==> src/rtl/irq_ctl_pkg.sv <==
package irq_ctl_pkg;
  localparam int IMG_W      = 8;
  localparam int NUM_STICKY = 2;
  localparam int BIT_GATE   = 7;
  localparam int BIT_GRP    = 6;
  localparam int BIT_TMR_EN = 5;
  localparam int BIT_EXT_EN = 4;
  localparam int BIT_CHG_EN = 3;
  localparam int BIT_TMR_F  = 2;
  localparam int BIT_EXT_F  = 1;
  localparam int BIT_CHG_F  = 0;
  localparam int STICKY_LSB = BIT_EXT_F;
  localparam int EN_LSB     = BIT_CHG_EN;
  localparam int EN_W       = IMG_W - EN_LSB;

  typedef struct packed {
    logic gate_all;
    logic grp_en;
    logic tmr_en;
    logic ext_en;
    logic chg_en;
  } en_t;
endpackage

==> src/rtl/irq_rst_sync.sv <==
module irq_rst_sync #(
  parameter int STAGES = 2
) (
  input  logic clk,
  input  logic rst_n,
  output logic rst_ok_n
);
  logic [STAGES-1:0] sync_q;
  logic [STAGES-1:0] sync_d;

  always_comb begin
    sync_d = {sync_q[STAGES-2:0], 1'b1};
  end

  always_ff @(posedge clk or negedge rst_n) begin
    if (!rst_n) sync_q <= '0;
    else        sync_q <= sync_d;
  end

  assign rst_ok_n = sync_q[STAGES-1];
endmodule

==> src/rtl/irq_sticky_flag.sv <==
module irq_sticky_flag (
  input  logic clk,
  input  logic rst_ok_n,
  input  logic set_i,
  input  logic wr_i,
  input  logic wval_i,
  output logic flag_o
);
  logic flag_q;
  logic flag_d;

  // hardware set has priority over a software clear
  always_comb begin
    flag_d = flag_q;
    if (wr_i) flag_d = wval_i;
    if (set_i) flag_d = 1'b1;
  end

  always_ff @(posedge clk or negedge rst_ok_n) begin
    if (!rst_ok_n) flag_q <= 1'b0;
    else           flag_q <= flag_d;
  end

  assign flag_o = flag_q;
endmodule

==> src/rtl/irq_enable_bank.sv <==
module irq_enable_bank
  import irq_ctl_pkg::*;
(
  input  logic clk,
  input  logic rst_ok_n,
  input  logic wr_i,
  input  en_t  wval_i,
  output en_t  en_o
);
  en_t en_q;
  en_t en_d;

  always_comb begin
    en_d = wr_i ? wval_i : en_q;
  end

  always_ff @(posedge clk or negedge rst_ok_n) begin
    if (!rst_ok_n) en_q <= '0;
    else if (wr_i) en_q <= en_d;
  end

  assign en_o = en_q;
endmodule

==> src/rtl/irq_req_gate.sv <==
module irq_req_gate
  import irq_ctl_pkg::*;
(
  input  en_t  en_i,
  input  logic tmr_f_i,
  input  logic ext_f_i,
  input  logic chg_f_i,
  input  logic periph_i,
  output logic req_o
);
  logic core_any;
  logic grp_any;

  always_comb begin
    core_any = (en_i.tmr_en & tmr_f_i) | (en_i.ext_en & ext_f_i) | (en_i.chg_en & chg_f_i);
    grp_any  = en_i.grp_en & periph_i;
    req_o    = en_i.gate_all & (core_any | grp_any);
  end
endmodule

==> src/rtl/irq_ctl_reg.sv <==
module irq_ctl_reg
  import irq_ctl_pkg::*;
#(
  parameter int SYNC_STAGES = 2
) (
  input  logic             clk,
  input  logic             rst_n,
  input  logic             bus_sel,
  input  logic             bus_wr,
  input  logic [IMG_W-1:0] bus_wdata,
  output logic [IMG_W-1:0] bus_rdata,
  input  logic             ev_tick_ovf,
  input  logic             ev_ext_edge,
  input  logic             chg_pending,
  input  logic             periph_pending,
  output logic             irq_req
);
  logic                  rst_ok_n;
  logic                  wr_hit;
  en_t                   en_q;
  logic [NUM_STICKY-1:0] sticky_set;
  logic [NUM_STICKY-1:0] sticky_q;
  logic [IMG_W-1:0]      ctl_img;
  logic                  unused_wbit0;

  assign wr_hit       = bus_sel & bus_wr;
  assign unused_wbit0 = bus_wdata[BIT_CHG_F];
  assign sticky_set   = {ev_tick_ovf, ev_ext_edge};

  irq_rst_sync #(.STAGES(SYNC_STAGES)) u_rst (
    .clk(clk), .rst_n(rst_n), .rst_ok_n(rst_ok_n)
  );

  irq_enable_bank u_en (
    .clk(clk), .rst_ok_n(rst_ok_n), .wr_i(wr_hit),
    .wval_i(en_t'(bus_wdata[IMG_W-1:EN_LSB])), .en_o(en_q)
  );

  for (genvar gi = 0; gi < NUM_STICKY; gi++) begin : g_sticky
    irq_sticky_flag u_flag (
      .clk(clk), .rst_ok_n(rst_ok_n), .set_i(sticky_set[gi]),
      .wr_i(wr_hit), .wval_i(bus_wdata[STICKY_LSB+gi]), .flag_o(sticky_q[gi])
    );
  end

  assign ctl_img = {en_q, sticky_q, chg_pending};

  irq_req_gate u_gate (
    .en_i(en_q), .tmr_f_i(ctl_img[BIT_TMR_F]), .ext_f_i(ctl_img[BIT_EXT_F]),
    .chg_f_i(ctl_img[BIT_CHG_F]), .periph_i(periph_pending), .req_o(irq_req)
  );

  assign bus_rdata = bus_sel ? ctl_img : '0;
endmodule

==> config.mk <==
export PLATFORM = sky130hd
export DESIGN_NAME = irq_ctl_reg
export DESIGN_NICKNAME = d
export VERILOG_FILES = /design/src/rtl/irq_ctl_pkg.sv /design/src/rtl/irq_rst_sync.sv /design/src/rtl/irq_sticky_flag.sv /design/src/rtl/irq_enable_bank.sv /design/src/rtl/irq_req_gate.sv /design/src/rtl/irq_ctl_reg.sv
export SDC_FILE = /design/constraint.sdc
export NUM_CORES = 1
export LEC_CHECK = 0
export CAP_MARGIN = 20
export CORE_AREA = 2 2 39 41
export CTS_BUF_LIST = sky130_fd_sc_hd__clkbuf_8 sky130_fd_sc_hd__clkbuf_16
export CTS_CLUSTER_SIZE = 25
export DETAILED_ROUTE_END_ITERATION = 10
export DIE_AREA = 0 0 41 43
export DONT_BUFFER_PORTS = 1
export PLACE_DENSITY = 0.49
export REMOVE_ABC_BUFFERS = 1
export SETUP_SLACK_MARGIN = 0.3
export SYNTH_ARGS = -nofsm -noshare
export SYNTH_HDL_FRONTEND = slang
export SYNTH_SLANG_ARGS = --single-unit
==> constraint.sdc <==
create_clock -name clk -period 1 [get_ports clk]
set_input_delay 0.2 -clock clk [delete_from_list [all_inputs] [get_ports clk]]
set_output_delay 0.2 -clock clk [all_outputs]
set_load 0.05 [all_outputs]
==> flow_summary_export.csv <==
group,metric,value,unit
setup_path,cp_num_buf_inv,1,
setup_path,worstPathRequired,0.80,ns
detailed_routing,wl_per_cell,14.4,um
setup_path,cp_top_family,"flip-flops",
logic_synthesis,synth_area_leaders,"dfrtp_1, and2_2, mux2_2, a211o_1, a22oi_1",
detailed_routing,dr.pass1.iters,2,
setup_path,reg2reg_from,"u_en.en_o[2]$_DFFE_PN0P_",
floorplanning,num_rows,14,
sta,final-setup-viol-count,8,
placed_design,placed_area,462,um2
setup_path,critical_path.cell_chain,"a22oi_2 -> a21boi_1 -> buf_4",
layout,layout_commonest_cell,"dfrtp_1",
detailed_routing,vias_per_cell,4.69,
logic_synthesis,yosysTopAreaCell,"dfrtp_1",
layout,final_cell_mix,"dfrtp_1, and2_4, buf_6",
setup_path,crit_fanout,2,
sta,finalHoldViolations,0,
worst_hold_path,min_delay_path_depth,1,
grt,grt_first_pass_wirelength,1.32,mm
floorplanning,die_h,43,um
worst_hold_path,hold_path.class,"in -> reg",
setup_path,critPathKind,"reg -> out",
layout,fin_area,566,um2
logic_synthesis,ys_types,10,
sta,max_freq,0.789,GHz
logic_synthesis,yosysSeqAreaShare,54.2,%
logic_synthesis,synth_top_area_share,54.2,%
grt,grt_pass1_vias,291,
placed_design,place_ws,-0.0587,ns
placed_design,dp_hpwl,669,um
sta,fin_ws,-0.268,ns
logic_synthesis,synth_area_per_cell,13.0,um2
clocking,clk_latency,0.23,ns
outcome,status,"finished, violations left",
setup_path,cp.arrival,1.07,ns
power,ir_drop,0.000707,V
clocking,cts_tree,"done",
logic_synthesis,ys_warn_count,0,
clocking,cts_root_buf,"clkbuf_8",
detailed_routing,drt_wl_total,836,um
worst_hold_path,hold-path-endpoint,"g_sticky[0].u_flag.flag_o$_DFFE_PN0P_",
setup_path,rrSetupSlack,0.01,ns
grt,antenna_found_initial,0,
floorplanning,ioPinCount,25,
power,power_density,2050,nW/um2
power,power,1.16,mW
clocking,htree_levels,1,
sta,timing.final.max_slew_violations,0,
setup_path,start_kind,"flip-flop",
layout,n_antenna_cell,0,
layout,drive_gt1_share,57.1,%
outcome,violations,"setup timing",
clocking,clkSinkCount,9,
clocking,path_clk_slew,0.04,ns
worst_hold_path,min_from,"ev_ext_edge",
floorplanning,core,1380,um2
clocking,clk_path_buf_depth,2,
setup_path,cpMaxStageDelayCell,"dfrtp_1",
detailed_routing,drt_drc_violations_left,0,
setup_path,cp-end-kind,"output port",
sta,period_share,127,%
grt,grt_max_degree,12,
sta,fin_skew,0.00102,ns
layout,fin_util,40.9,%
placed_design,place_congestion,0.634,
run,maxCapViolCount,0,
layout,area_delta_synth_final,36.1,%
setup_path,r2r_cells,3,
floorplanning,dieArea,1760,um2
layout,final_net_count,59,
sta,rsz0062_at_grt,"true",
placed_design,numPortBuffers,0,
detailed_routing,vias,272,
power,cellLeakagePower,0.270,nW
logic_synthesis,yosys_register_bits,9,
logic_synthesis,synth_area,415,um2
setup_path,r2r-end,"u_en.en_o[2]$_DFFE_PN0P_",
clocking,cts_inserted_buffers,3,
grt,overflow,0,
setup_path,slowest_delay,0.38,ns
floorplanning,dieWidth,41,um
floorplanning,start_util,30.0,%
sta,min_period,1.27,ns
logic_synthesis,syn-instance-count,32,
detailed_routing,first_iter_violations,1,
detailed_routing,ant_nets,0,
grt,grtUsageTotal,11.6,%
synth_stat cells:
master,instances
dfrtp_1,9
conb_1,1
and3_1,2
nand2_2,1
buf_6,1
a211o_1,2
a21boi_0,1
a22oi_1,2
and2_2,8
mux2_2,5
worst reg2reg max path: stages (launching register included):
cell and delay, ns:
dfrtp_1 0.38, buf_4 0.14, buf_6 0.11, mux2_4 0.24
cell type report:
cell class                      instances  area (um2)
Sequential cell                         9         225
Timing Repair Buffer                    7        70.1
Tap cell                               16        20.0
Multi-Input combinational cell         22         205
Clock inverter                          1        3.75
Fill cell                             136         818
Clock buffer                            3        41.3
per-layer routing:
layer	GRT usage [%]	vias to the layer above	part of all wire [%]
li1	-	128	-
met1	12.9	135	34
met2	18.1	9	58
met3	3.14	0	7.9
met4	8.00	0	0
met5	0	-	0
report_power, final:
part | internal (mW) | total (mW) | switching, mW
Clock | 0.266 | 0.399 | 0.133
Combinational | 0.143 | 0.325 | 0.181
Sequential | 0.405 | 0.437 | 0.0319
Total | 0.815 | 1.16 | 0.346
how the worst max path moves through the flow:
stage | startpoint | end | slack (ns) | cells after the start
floorplan | g_sticky[1].u_flag.flag_o$_DFFE_PN0P_ | irq_req | -0.76 | 2
global placement | u_en.en_o[2]$_DFFE_PN0P_ | irq_req | -0.06 | 3
detailed placement | u_en.en_o[2]$_DFFE_PN0P_ | irq_req | -0.06 | 3
CTS | g_sticky[1].u_flag.flag_o$_DFFE_PN0P_ | irq_req | -0.28 | 3
global route | u_en.en_o[2]$_DFFE_PN0P_ | irq_req | -0.30 | 3
finish | u_en.en_o[2]$_DFFE_PN0P_ | irq_req | -0.27 | 3
logic make-up (layout without fill, tap and decap cells):
| kind of cell | count (synthesis) | count (layout) | synth area share [%] |
|---|---|---|---|
| other | 1 | 1 | 0.903 |
| buffers and inverters | 1 | 11 | 2.71 |
| DFF | 9 | 9 | 54.2 |
| and+or+nand+nor | 11 | 11 | 19.0 |
| AOI/OAI and AO/OA | 5 | 5 | 9.64 |
| muxes | 5 | 5 | 13.6 |
state kept, by name, indices dropped and copies added (netlist names):
signal                  flops
u_en.en_o                   5
g_sticky.u_flag.flag_o      2
u_rst.sync_q                2
repair_timing:
| action | 4_1_cts | 5_1_grt |
|---|---|---|
| buffers inserted | 0 | 1 |
| pin swaps | 8 | 2 |
| hold endpoints to repair | 2 | 0 |
| hold buffers | 1 | 0 |
| endpoints found under the setup margin | 15 | 16 |
| gates resized for setup | 12 | 4 |
stage by stage:
stage               cells  hold WS [ns]  TNS, ns
floorplan              31       -0.0956   -0.757
global placement       52       -0.0955  -0.0560
detailed placement     52       -0.0955  -0.0587
CTS                    57        0.0748   -0.996
global route           58        0.0805    -1.25
finish                 58        0.0820   -0.959
Power figures use the tool's default switching activity.
